$ cat src/rtl/seq_pkg.sv
package seq_pkg;
    typedef enum logic [2:0] {
        S_RESET  = 3'd0,
        S_FETCH1 = 3'd1,
        S_FETCH2 = 3'd2,
        S_EX1    = 3'd3,
        S_EX2    = 3'd4
    } seq_state_e;
endpackage

$ cat src/rtl/seq_state.sv
module seq_state
    import seq_pkg::*;
(
    input  logic       clk,
    input  logic       rst,
    input  logic       is_ldst,
    input  logic       mem_ready,
    output seq_state_e state
);
    seq_state_e nxt;

    always_comb begin
        nxt = state;
        unique case (state)
            S_RESET:  nxt = S_FETCH1;
            S_FETCH1: nxt = S_FETCH2;
            S_FETCH2: nxt = mem_ready ? S_EX1 : S_FETCH2;
            S_EX1:    nxt = (!is_ldst || mem_ready) ? S_FETCH1 : S_EX2;
            S_EX2:    nxt = mem_ready ? S_FETCH1 : S_EX2;
            default:  nxt = S_RESET;
        endcase
    end

    always_ff @(posedge clk) begin
        if (rst) state <= S_RESET;
        else     state <= nxt;
    end

    // fetch wait holds without ready
    p_fetch_wait_r4: assert property (@(posedge clk) disable iff (rst)
        (state == S_FETCH2 && !mem_ready) |=> state == S_FETCH2);
    // unready memory access in first execute state goes to the wait state
    p_ex_wait_entry_r7: assert property (@(posedge clk) disable iff (rst)
        (state == S_EX1 && is_ldst && !mem_ready) |=> state == S_EX2);
    // ordinary instruction finishes in one execute cycle
    p_ex_short_r6: assert property (@(posedge clk) disable iff (rst)
        (state == S_EX1 && !is_ldst) |=> state == S_FETCH1);
endmodule

$ cat src/rtl/seq_drive.sv
module seq_drive
    import seq_pkg::*;
#(
    parameter int                CW_W        = 17,
    parameter int                MAR_SEL_BIT = 1,
    parameter int                MAR_LE_BIT  = 0,
    parameter logic [CW_W-1:0]   FETCH_CW    = 17'h0A5A0
) (
    input  logic            clk,
    input  logic            rst,
    input  seq_state_e      state,
    input  logic [CW_W-1:0] dec_cw,
    input  logic            is_ldst,
    input  logic            is_store,
    input  logic            mem_ready,
    output logic [CW_W-1:0] cw_out,
    output logic            mar_src,
    output logic            mar_load,
    output logic            pc_inc,
    output logic            ir_load,
    output logic            mem_en,
    output logic            mem_rd,
    output logic            mem_wr,
    output logic            clk_hold
);
    always_comb begin
        cw_out   = '0;
        mar_src  = 1'b0;
        mar_load = 1'b0;
        pc_inc   = 1'b0;
        ir_load  = 1'b0;
        mem_en   = 1'b0;
        mem_rd   = 1'b0;
        mem_wr   = 1'b0;
        clk_hold = 1'b0;
        unique case (state)
            S_RESET: ;
            S_FETCH1: begin
                mar_src  = 1'b1;
                mar_load = 1'b1;
                mem_en   = 1'b1;
                mem_rd   = 1'b1;
                cw_out   = FETCH_CW;
                cw_out[MAR_SEL_BIT] = 1'b1;
                cw_out[MAR_LE_BIT]  = 1'b1;
            end
            S_FETCH2: begin
                mar_src  = 1'b1;
                mem_en   = 1'b1;
                mem_rd   = 1'b1;
                cw_out   = FETCH_CW;
                cw_out[MAR_SEL_BIT] = 1'b1;
                cw_out[MAR_LE_BIT]  = 1'b0;
                if (mem_ready) begin
                    pc_inc  = 1'b1;
                    ir_load = 1'b1;
                end else begin
                    clk_hold = 1'b1;
                end
            end
            S_EX1, S_EX2: begin
                cw_out = dec_cw;
                if (is_ldst) begin
                    mar_load = (state == S_EX1);
                    mem_en   = 1'b1;
                    mem_rd   = !is_store;
                    mem_wr   = is_store;
                    cw_out[MAR_SEL_BIT] = 1'b0;
                    cw_out[MAR_LE_BIT]  = (state == S_EX1);
                end
                if (state == S_EX2 && !mem_ready) clk_hold = 1'b1;
            end
            default: ;
        endcase
    end

    always_ff @(posedge clk) begin
        // quiet outputs in the reset state
        p_reset_quiet_r1: assert (state != S_RESET ||
            (cw_out == '0 && !mem_en && !mem_rd && !mem_wr && !pc_inc &&
             !ir_load && !mar_src && !mar_load && !clk_hold));
        // never read and write together
        p_rd_wr_excl_r9: assert (!(mem_rd && mem_wr));
    end

    // increment lasts one cycle
    p_pc_single_r5: assert property (@(posedge clk) disable iff (rst)
        pc_inc |=> !pc_inc);
    // clock freeze only with memory not ready
    p_hold_needs_wait_r10: assert property (@(posedge clk) disable iff (rst)
        clk_hold |-> !mem_ready);
endmodule

$ cat src/rtl/cpu_step_seq.sv
module cpu_step_seq
    import seq_pkg::*;
#(
    parameter int              CW_W        = 17,
    parameter int              MAR_SEL_BIT = 1,
    parameter int              MAR_LE_BIT  = 0,
    parameter logic [CW_W-1:0] FETCH_CW    = 17'h0A5A0
) (
    input  logic            clk,
    input  logic            rst,
    input  logic [CW_W-1:0] dec_cw,
    input  logic            is_ldst,
    input  logic            is_store,
    input  logic            mem_ready,
    output logic [CW_W-1:0] cw_out,
    output logic            mar_src,
    output logic            mar_load,
    output logic            pc_inc,
    output logic            ir_load,
    output logic            mem_en,
    output logic            mem_rd,
    output logic            mem_wr,
    output logic            clk_hold
);
    seq_state_e state;

    seq_state u_state (
        .clk       (clk),
        .rst       (rst),
        .is_ldst   (is_ldst),
        .mem_ready (mem_ready),
        .state     (state)
    );

    seq_drive #(
        .CW_W        (CW_W),
        .MAR_SEL_BIT (MAR_SEL_BIT),
        .MAR_LE_BIT  (MAR_LE_BIT),
        .FETCH_CW    (FETCH_CW)
    ) u_drive (
        .clk       (clk),
        .rst       (rst),
        .state     (state),
        .dec_cw    (dec_cw),
        .is_ldst   (is_ldst),
        .is_store  (is_store),
        .mem_ready (mem_ready),
        .cw_out    (cw_out),
        .mar_src   (mar_src),
        .mar_load  (mar_load),
        .pc_inc    (pc_inc),
        .ir_load   (ir_load),
        .mem_en    (mem_en),
        .mem_rd    (mem_rd),
        .mem_wr    (mem_wr),
        .clk_hold  (clk_hold)
    );

    // leaving reset always starts a fetch
    p_reset_exit_r2: assert property (@(posedge clk) disable iff (rst)
        (state == S_RESET) |=> (mar_load && mar_src && mem_rd));
endmodule

$ cat config.mk
export PLATFORM = sky130hd
export DESIGN_NAME = cpu_step_seq
export DESIGN_NICKNAME = d
export VERILOG_FILES = /design/src/rtl/seq_pkg.sv /design/src/rtl/seq_state.sv /design/src/rtl/seq_drive.sv /design/src/rtl/cpu_step_seq.sv
export SDC_FILE = /design/constraint.sdc
export NUM_CORES = 1
export LEC_CHECK = 0
export BUFFER_PORTS_ARGS = -buffer_cell sky130_fd_sc_hd__buf_4
export CORE_AREA = 2 2 39 41
export CTS_BUF_LIST = sky130_fd_sc_hd__clkbuf_8
export CTS_CLUSTER_DIAMETER = 40
export DETAILED_ROUTE_END_ITERATION = 6
export DIE_AREA = 0 0 41 43
export GPL_TIMING_DRIVEN = 0
export PLACE_DENSITY = 0.79
export SYNTH_ARGS = -nofsm -noshare
export SYNTH_HDL_FRONTEND = slang
export SYNTH_SLANG_ARGS = --single-unit
$ cat constraint.sdc
create_clock -name clk -period 2.12 [get_ports clk]
set_clock_uncertainty 0.2 [all_clocks]
set_input_delay 0.53 -clock clk [delete_from_list [all_inputs] [get_ports clk]]
set_output_delay 0.53 -clock clk [all_outputs]
set_load 0.05 [all_outputs]
==> reports/results.tsv <==
stage	metric	value	unit
worst_hold_path	hold_path.class	in2reg	
worst_setup_path	critPathMaxFanout	8	
synth	syn_area	463	um^2
drt	vias_per_cell	4.97	
synth	ys_seq_elements	3	
timing	setup_tns	-0.00185	ns
synth	yosysWarnings	0	
worst_setup_path	path_delay_family	buffers and inverters	
global_route	grt_pass1_vias	621	
synth	synthCells	72	
synth	muxShareOfSynthArea	0	
synth	yosys.area_share.simple	0.441	
floorplan	core_area	0.00138	mm^2
finish	regMostFlops	u_state.state	
worst_setup_path	slowest_delay	0.38	ns
clocking	cts_max_level	1	
worst_setup_path	setup.worst_path.class	reg2out	
synth	synthAdderAreaFrac	0	
clocking	cts-buffers-inserted	3	
placement	hpwl	1260	um
finish	diodes	0	
finish	area_growth	138	%
worst_setup_path	path_common_cell	buf_4	
timing	whs	0.301	ns
global_route	grt_pass1_wl	2360	um
drt	via_count	736	
global_route	antenna_found_initial	0	
outcome	violations	setup timing	
synth	synthMostInstantiatedCell	and2_1	
floorplan	num_rows	14	
timing	layout_min_cycle_time	2.12	ns
clocking	clock_tree.root_cell	clkbuf_8	
drt	drt_iter0_drc	8	
timing	slew_headroom	0.870	
drt	wl_per_cell	12.2	um
finish	largest_reg_flops	3	
synth	ys.flop_type	dfxtp_1	
worst_setup_path	start_kind	flop	
timing	post-route-period-util	1.00	
timing	worstMarginPinSlew	0.194	ns
floorplan	die_x	41	um
synth	synthXorXnorAreaFrac	0.0189	
synth	ys_types	22	
clocking	cts_tree	yes	
worst_setup_path	arrival	1.39	ns
power_and_ir_drop	leakagePower	0.000532	uW
drt	drc	0	
worst_setup_path	worstSetupEndpointType	output port	
synth	synth_compound_area_frac	0.322	
timing	max_freq	0.471	GHz
placement	gp_congestion	0.846	
clocking	path_clk_slew	0.03	ns
finish	layout-drive-gt1-share	0.606	
synth	synthArstFlopShare	0	
worst_setup_path	cp_num_buf_inv	3	
outcome	outcome	finished with violations	
run	cap_violations	0	
drt	ant_nets	0	
timing	rsz0062_at_grt	yes	
synth	ys_seq_area_frac	0.130	
clocking	hold_buffers	0	
drt	firstDrtPassIters	4	
synth	synth.largest_area_cell	dfxtp_1	
timing	maxSlewViolCount	0	
worst_setup_path	worstPathRequired	1.39	ns
finish	reg_top3	u_state.state: 3 flops	
clocking	clk_latency	0.21	ns
power_and_ir_drop	powerDensity	735	mW/mm^2
synth	yosys-top-cells-area	dfxtp_1 13%, and2_1 12%, o21ai_1 8.6%, nand2b_1 8.1%, a21oi_1 7.6%	
worst_setup_path	path_cells	nor2b_1 > buf_4 > and3_2 > buf_4 > buf_6	
power_and_ir_drop	ir_worst_vdd	0.496	mV
global_route	grt_usage	0.185	
finish	nNetsFinal	155	
clocking	cts.sinks	3	
timing	finalHoldViolations	0	
floorplan	pin_count	47	
synth	ys_top_cells_by_count	9 x and2_1, 8 x nand2_1, 8 x o21ai_1, 7 x a21oi_1, 6 x nand2b_1	
synth	synth_area_per_cell	6.43	um^2
floorplan	die_y	43	um
global_route	grt_max_degree	11	
worst_setup_path	worst_path_max_delay_cell	dfxtp_4	
placement	io_buffers	46	
synth	yosysTopAreaCellShare	0.130	
finish	nFillCells	94	
synth	synth-edff-count	0	
synth	synth_top_family_by_area	simple AND/OR/NAND/NOR gates	
timing	finalSetupViolCount	1	
floorplan	dieArea	0.00176	mm^2
timing	layout_setup_ws	-0.00185	ns
synth	synth_nets	94	
global_route	grt_overflow	0	
floorplan	initial_core_util	0.335	
drt	wl	1800	um
clocking	cts_buffer_depth	2	
## timing repair
action | 4_1_cts | 5_1_grt
endpoints found under the setup margin | 23 | 22
gates resized for setup | 10 | 27
pin swaps | 1 | 5
setup buffers | 4 | 5
cloned | 0 | 1
## placed cells by master, fill, tap and decap left out, types with 3 or more instances in the layout
cell type / n
clkbuf_8: 3
o21ai_2: 3
a21oi_1: 7
nor2b_1: 3
and2_1: 8
buf_6: 20
inv_1: 4
buf_4: 39
nand2_1: 8
nand2b_1: 6
o21ai_1: 7
nor2_1: 3
## cells by family (layout without fill, tap and decap cells)
logic type                count (synthesis)  count (layout)
and+or+nand+nor                          35              35
AOI/OAI and AO/OA                        25              26
buffers and inverters                     8              67
DFF                                       3               3
xor gates and xnor gates                  1               1
## power by group
part / internal (uW) / switching (uW) / total, uW / leakage [uW]
logic: 214 / 363 / 577 / 0.000479
registers: 64.5 / 11.3 / 75.8 / 0.0000261
clock network: 123 / 33.4 / 156 / 0.0000269
## per-stage QoR
step | total power, uW | util | setup slack [ns] | area [um^2] | std cells
finish | 809 | 0.796 | -0.00185 | 1100 | 148
global route | 846 | 0.796 | -0.0551 | 1100 | 148
CTS | 756 | 0.688 | 0.00873 | 952 | 142
detailed placement | 580 | 0.608 | 0.0285 | 842 | 134
global placement | 576 | 0.608 | 0.0416 | 842 | 134
floorplan | 427 | - | -0.108 | 477 | 72
## final timing paths
path | end | slack, ns | from | depth (start not counted)
setup / recovery | pc_inc | -0.002 | u_state.state[1] | 5
hold / removal | u_state.state[1] | 0.30 | rst | 2
setup reg to reg | u_state.state[2] | 0.80 | u_state.state[1] | 5
hold reg to reg | u_state.state[1] | 0.54 | u_state.state[1] | 3
## final cells by class
cell class	count	area [um^2]	share of cell area
Timing Repair Buffer	55	484	0.440
Sequential cell	3	66.3	0.0602
Tap cell	16	20.0	0.0182
Clock buffer	3	41.3	0.0375
Buffer	5	41.3	0.0375
Multi-Input combinational cell	62	433	0.393
Clock inverter	1	3.75	0.00341
Inverter	3	11.3	0.0102
## layer usage
metal,up-vias,track usage,wire length [um]
met5,-,0,0
li1,367,-,-
met1,326,0.211,644
met3,0,0.0262,174
met2,43,0.347,985
met4,0,0.0200,0
## worst reg2reg max path, delay by kind of cell, from the launching register on
family | cells | cell delay (ns)
AND/OR/NAND/NOR | 2 | 0.36
flip-flops | 1 | 0.36
AO/OA/AOI/OAI | 1 | 0.04
buffers and inverters | 2 | 0.27
Power figures use the tool's default switching activity.
